$ cat src/rtl/drive_gate_pkg.sv
package drive_gate_pkg;
  localparam int NUM_WDOG  = 2;
  localparam int WD_FRAME  = 0;
  localparam int WD_STROBE = 1;

  typedef struct packed {
    logic loadCmd;
    logic allOff;
  } gateCtl_t;
endpackage

$ cat src/rtl/drive_gate_wdog.sv
module drive_gate_wdog #(
  parameter int TIMEOUT_CYC = 120_000_000
) (
  input  logic clk,
  input  logic rstN,
  input  logic enable,
  input  logic kick,
  output logic expired
);
  localparam int CW = $clog2(TIMEOUT_CYC + 1);
  localparam logic [CW-1:0] CNT_LAST = CW'(TIMEOUT_CYC - 1);

  logic [CW-1:0] cnt;

  always_ff @(posedge clk) begin
    if (!rstN || !enable || kick) begin
      cnt     <= '0;
      expired <= 1'b0;
    end else if (cnt == CNT_LAST) begin
      expired <= 1'b1;
    end else begin
      cnt <= cnt + 1'b1;
    end
  end
endmodule

$ cat src/rtl/drive_gate_ctrl.sv
module drive_gate_ctrl
  import drive_gate_pkg::*;
#(
  parameter int TIMEOUT_CYC  = 120_000_000,
  parameter int MIN_HIGH_CYC = 100
) (
  input  logic     clk,
  input  logic     rstN,
  input  logic     cmdValid,
  input  logic     strobeIn,
  input  logic     enIn,
  input  logic     spiWdOn,
  input  logic     strobeWdOn,
  input  logic     supplyOk,
  input  logic     mainGoodRise,
  input  logic     chipHot,
  input  logic     statusRead,
  output gateCtl_t ctl,
  output logic     wdFlag
);
  localparam int HW = $clog2(MIN_HIGH_CYC + 1);
  localparam logic [HW-1:0] HI_LAST = HW'(MIN_HIGH_CYC - 1);

  logic          strobePrev;
  logic [HW-1:0] hiCnt;
  logic          strobeEvent;
  logic          uvLock;
  logic [NUM_WDOG-1:0] wdEn, wdKick, wdExp;
  logic          anyExp;

  // strobe edge history and high-run length
  always_ff @(posedge clk) begin
    if (!rstN) begin
      strobePrev <= 1'b0;
      hiCnt      <= '0;
    end else begin
      strobePrev <= strobeIn;
      if (!strobeIn)             hiCnt <= '0;
      else if (hiCnt != HI_LAST) hiCnt <= hiCnt + 1'b1;
    end
  end

  assign strobeEvent = strobeIn && (hiCnt == HI_LAST);

  // supply lockout: set on any bad sample, cleared by good-rising flag
  always_ff @(posedge clk) begin
    if (!rstN)             uvLock <= 1'b1;
    else if (!supplyOk)    uvLock <= 1'b1;
    else if (mainGoodRise) uvLock <= 1'b0;
  end

  assign wdEn[WD_FRAME]    = spiWdOn;
  assign wdKick[WD_FRAME]  = cmdValid;
  assign wdEn[WD_STROBE]   = strobeWdOn;
  assign wdKick[WD_STROBE] = strobeEvent;

  for (genvar g = 0; g < NUM_WDOG; g++) begin : g_wdog
    drive_gate_wdog #(.TIMEOUT_CYC(TIMEOUT_CYC)) i_wdog (
      .clk     (clk),
      .rstN    (rstN),
      .enable  (wdEn[g]),
      .kick    (wdKick[g]),
      .expired (wdExp[g])
    );
  end

  assign anyExp = |wdExp;

  always_ff @(posedge clk) begin
    if (!rstN)           wdFlag <= 1'b0;
    else if (anyExp)     wdFlag <= 1'b1;
    else if (statusRead) wdFlag <= 1'b0;
  end

  always_comb begin
    ctl.loadCmd = strobeIn && (!strobePrev || cmdValid);
    ctl.allOff  = !enIn || chipHot || !supplyOk || uvLock || anyExp;
  end
endmodule

$ cat src/rtl/drive_gate_dp.sv
module drive_gate_dp
  import drive_gate_pkg::*;
#(
  parameter int NUM_CH = 8
) (
  input  logic              clk,
  input  logic              rstN,
  input  logic [NUM_CH-1:0] cmdWord,
  input  logic [NUM_CH-1:0] chanHot,
  input  gateCtl_t          ctl,
  output logic [NUM_CH-1:0] chanOut
);
  logic [NUM_CH-1:0] heldCmd;

  always_ff @(posedge clk) begin
    if (!rstN)            heldCmd <= '0;
    else if (ctl.loadCmd) heldCmd <= cmdWord;
  end

  assign chanOut = ctl.allOff ? '0 : (heldCmd & ~chanHot);
endmodule

$ cat src/rtl/drive_gate.sv
module drive_gate
  import drive_gate_pkg::*;
#(
  parameter int NUM_CH       = 8,
  parameter int TIMEOUT_CYC  = 120_000_000,
  parameter int MIN_HIGH_CYC = 100
) (
  input  logic              clk,
  input  logic              rstN,
  input  logic [NUM_CH-1:0] cmdWord,
  input  logic              cmdValid,
  input  logic              strobeIn,
  input  logic              enIn,
  input  logic              spiWdOn,
  input  logic              strobeWdOn,
  input  logic              supplyOk,
  input  logic              mainGoodRise,
  input  logic [NUM_CH-1:0] chanHot,
  input  logic              chipHot,
  input  logic              statusRead,
  output logic [NUM_CH-1:0] chanOut,
  output logic              wdFlag
);
  gateCtl_t ctl;

  drive_gate_ctrl #(
    .TIMEOUT_CYC  (TIMEOUT_CYC),
    .MIN_HIGH_CYC (MIN_HIGH_CYC)
  ) i_ctrl (
    .clk          (clk),
    .rstN         (rstN),
    .cmdValid     (cmdValid),
    .strobeIn     (strobeIn),
    .enIn         (enIn),
    .spiWdOn      (spiWdOn),
    .strobeWdOn   (strobeWdOn),
    .supplyOk     (supplyOk),
    .mainGoodRise (mainGoodRise),
    .chipHot      (chipHot),
    .statusRead   (statusRead),
    .ctl          (ctl),
    .wdFlag       (wdFlag)
  );

  drive_gate_dp #(.NUM_CH(NUM_CH)) i_dp (
    .clk     (clk),
    .rstN    (rstN),
    .cmdWord (cmdWord),
    .chanHot (chanHot),
    .ctl     (ctl),
    .chanOut (chanOut)
  );
endmodule

$ cat config.mk
export PLATFORM = sky130hd
export DESIGN_NAME = drive_gate
export DESIGN_NICKNAME = d
export VERILOG_FILES = /design/src/rtl/drive_gate_pkg.sv /design/src/rtl/drive_gate_wdog.sv /design/src/rtl/drive_gate_ctrl.sv /design/src/rtl/drive_gate_dp.sv /design/src/rtl/drive_gate.sv
export SDC_FILE = /design/constraint.sdc
export NUM_CORES = 1
export LEC_CHECK = 0
export CORE_ASPECT_RATIO = 1.2
export CORE_MARGIN = 10
export CORE_UTILIZATION = 56
export DETAILED_ROUTE_END_ITERATION = 8
export PLACE_DENSITY = 0.77
export SLEW_MARGIN = 20
export SYNTH_ARGS = -nofsm -noshare
export SYNTH_HDL_FRONTEND = slang
export SYNTH_SLANG_ARGS = --single-unit
export TNS_END_PERCENT = 10
$ cat constraint.sdc
create_clock -name clk -period 2.4 [get_ports clk]
set_input_delay 0.48 -clock clk [delete_from_list [all_inputs] [get_ports clk]]
set_output_delay 0.48 -clock clk [all_outputs]
set_load 0.02 [all_outputs]
==> results.toml <==
[global_routing]
grt_pass1_vias = 2931
grt_overflow = 0
grtUsageMet3 = 0.0326
grt_max_degree = 29
grt_usage = 0.156
antenna_found_initial = 0
grt_pass1_wl_um = 12800
top_usage_layer = "met2"
grtUsageMet1 = 0.169
use_met2 = 0.283

[finish]
antenna_cells = 0
fin_area_mm2 = 0.00412
final_cell_mix = "dfxtp_1 (74), nor2_1 (49), nand3_1 (27), clkdlybuf4s50_1 (27), a21oi_1 (21)"
fill_cells = 492
fin_nets = 465
drive_gt1_frac = 0.116
layout_commonest_cell = "dfxtp_1"
layout.area.seq_mm2 = 0.00148
stdcell_count = 522
multi_input_area_mm2 = 0.00190
area_delta_synth_final_pct = 20.4

[detailed_routing]
drt_iter0_markers = 106
drc = 0
firstDrtPassIters = 4
vias_per_cell = 5.55
vias = 2896
routed_wl_um = 7390
wl_per_cell_um = 14.2
ant_nets = 0

[pwr]
power.switching_uw = 497
power_mw = 2.41
cellInternalPower_mw = 1.92
p_leak_nw = 1.46
switching_share = 0.206
power.density_mw_per_mm2 = 586
power.share.sequential = 0.518
share_comb_of_total_power = 0.046
clkPwrFrac = 0.436
peakVddDrop_uv = 420

[cts]
cts_tree = "yes"
cts_max_level = 3
cts_hold_buffers = 0
numCtsBuffers = 9
cts_sinks = 74
clk_latency_ps = 340
root_buffer = "clkbuf_8"
clockBufferDepth = 2
clk_pin_slew_ps = 80

[timing]
fin_crit_sh = 0.973
max_freq_mhz = 428
maxSlewViolCount = 0
fin_ws_ps = 63.8
worst_hold_slack_ps = 496
hold_viol = 0
period_needed_ps = 2340
rsz0062_at_grt = "true"
maxSlewHeadroom = 0.654
skew_ps = 6.80
setup_viol = 0
max_slew.worst_pin.slew_ps = 519

[logic_synthesis]
async_flop_share = 0
synth-simple-area-share = 0.334
synth.cell_area_mm2 = 0.00342
synth_warnings = 0
synth_top_area_frac = 0.433
seq_area_frac_synth = 0.433
synth_area_leaders = "dfxtp_1 (43%), nor2_1 (5.4%), xor2_1 (5.1%), xnor2_1 (4.3%), nand3_1 (4.1%)"
syn_inst = 390
synth_fa_ha_area_frac = 0.0110
ys_seq_elements = 74
postSynthAreaPerCell_um2 = 8.78
synth-xor-area-share = 0.0947
synth_top_family_by_area = "simple AND/OR/NAND/NOR gates"
yosysTopAreaCell = "dfxtp_1"
synth_cell_types = 44
synth_fp_nets = 420
synth_edf_count = 0
synth-main-ff-cell = "dfxtp_1"
synth_compound_area_frac = 0.0738
muxShareOfSynthArea = 0.0322

[worst_setup_path]
crit_slowest_cell = "clkdlybuf4s50_1"
worst-path-buf-inv = 3
endpoint_kind = "output port"
crit_chain = "clkdlybuf4s50_1 > nor4b_4 > nand3_2 > buf_4 > nor3b_1 > buf_2"
crit_required_ps = 1920
startpoint_type = "primary input"
cpPeakStageDelay_ps = 490
cp_top_family = "buffers and inverters"
worstPathMaxFanout = 7
arrival_ps = 1860
critPathKind = "in2out"

[die]
die_area_mm2 = 0.00965
fp.coreArea_mm2 = 0.00597
ios = 36
chipWidth_um = 91.4
initial_core_util = 0.573
die_h_um = 106
num_rows = 31

[placement]
dp_cells = 504
pre_cts_slack_ps = -515
place.gp.congestion = 0.812
port-buffer-count = 35
dp_hpwl_um = 5370
postPlaceCellArea_mm2 = 0.00390

[min_path]
timing.hold.worst.class = "reg2reg"

[status]
status = "finished, final reports clean"

[run]
cap_viol_max_count = 0
-- sequential cells by signal (all words and copies together) (netlist names) --
register and count:
i_ctrl.g_wdog.i_wdog.cnt 54, i_ctrl.g_wdog.i_wdog.expired 2, i_ctrl.wdFlag 1, i_ctrl.hiCnt 7, i_dp.heldCmd 8, i_ctrl.strobePrev 1, i_ctrl.uvLock 1
-- path summary, 6_finish.rpt --
| path | endpoint | slack [ps] | cells after the start | start |
|---|---|---|---|---|
| min reg2reg | i_ctrl.hiCnt[5] | 500 | 2 | i_ctrl.hiCnt[5] |
| max | chanOut[2] | 60 | 6 | supplyOk |
| max reg2reg | i_ctrl.g_wdog[0].i_wdog.cnt[1] | 340 | 6 | i_ctrl.g_wdog[0].i_wdog.cnt[0] |
| min | i_ctrl.hiCnt[5] | 500 | 2 | i_ctrl.hiCnt[5] |
-- timing repair --
action | in CTS | in global routing
setup endpoints to repair | 8 | 8
hold endpoints to repair | 0 | 0
pin swaps | 1 | 1
buffers inserted | 2 | 0
resized for setup | 36 | 9
-- area by class of cell --
cell class | instances | share of cell area
flip-flops and latches | 74 | 0.360
inverters | 6 | 0.00547
repair buffers | 45 | 0.0966
multi-input cells | 299 | 0.460
clock buffers | 11 | 0.0343
clock inverters | 5 | 0.0188
well taps | 82 | 0.0249
-- per-stage QoR --
stage / util / TNS, ps
after floorplan: - / 0
after global placement: 0.652 / -3200
after detailed placement: 0.652 / -3960
after CTS: 0.691 / 0
after global routing: 0.690 / -76.6
final: 0.690 / 0
-- routing by layer --
layer / part of all wire / up-vias
met4: 0.017 / 0
met3: 0.023 / 11
li1: - / 1471
met2: 0.52 / 33
met5: 0 / -
met1: 0.44 / 1381
-- power by group through the flow --
stage	clock (mW)	combinational [mW]	sequential [mW]
global placement	0	0.104	1.28
floorplan	0	0.0468	1.28
global route	1.13	0.122	1.25
detailed placement	0	0.108	1.28
CTS	1.07	0.110	1.25
finish	1.05	0.112	1.25
-- worst register-to-register path, cell delays in order, from the launching register on --
cell and delay (ps):
dfxtp_1 380, ha_1 260, nand4_1 190, nor2_1 250, and4_1 570, mux2i_1 250, nor2_1 50
-- kinds of logic after synthesis --
family / Yosys count
AND/OR/NAND/NOR: 201
multiplexers: 11
flip-flops: 74
AO/OA/AOI/OAI: 47
adder cells (fa/ha/maj): 3
XOR/XNOR: 37
buffers and inverters: 17
-- synth_stat cells (8+ instances only) --
master    n
nand3_1  28
nand2_1  20
mux2i_1  11
nor2b_1   9
nor3_1    8
or3_1    17
a21oi_1  21
xnor2_1  17
nor3b_1   9
dfxtp_1  74
xor2_1   20
nand4_1  14
and3_1   13
o21ai_0  14
nor2_1   49
Note: power is estimated with default switching activity, not from simulation.
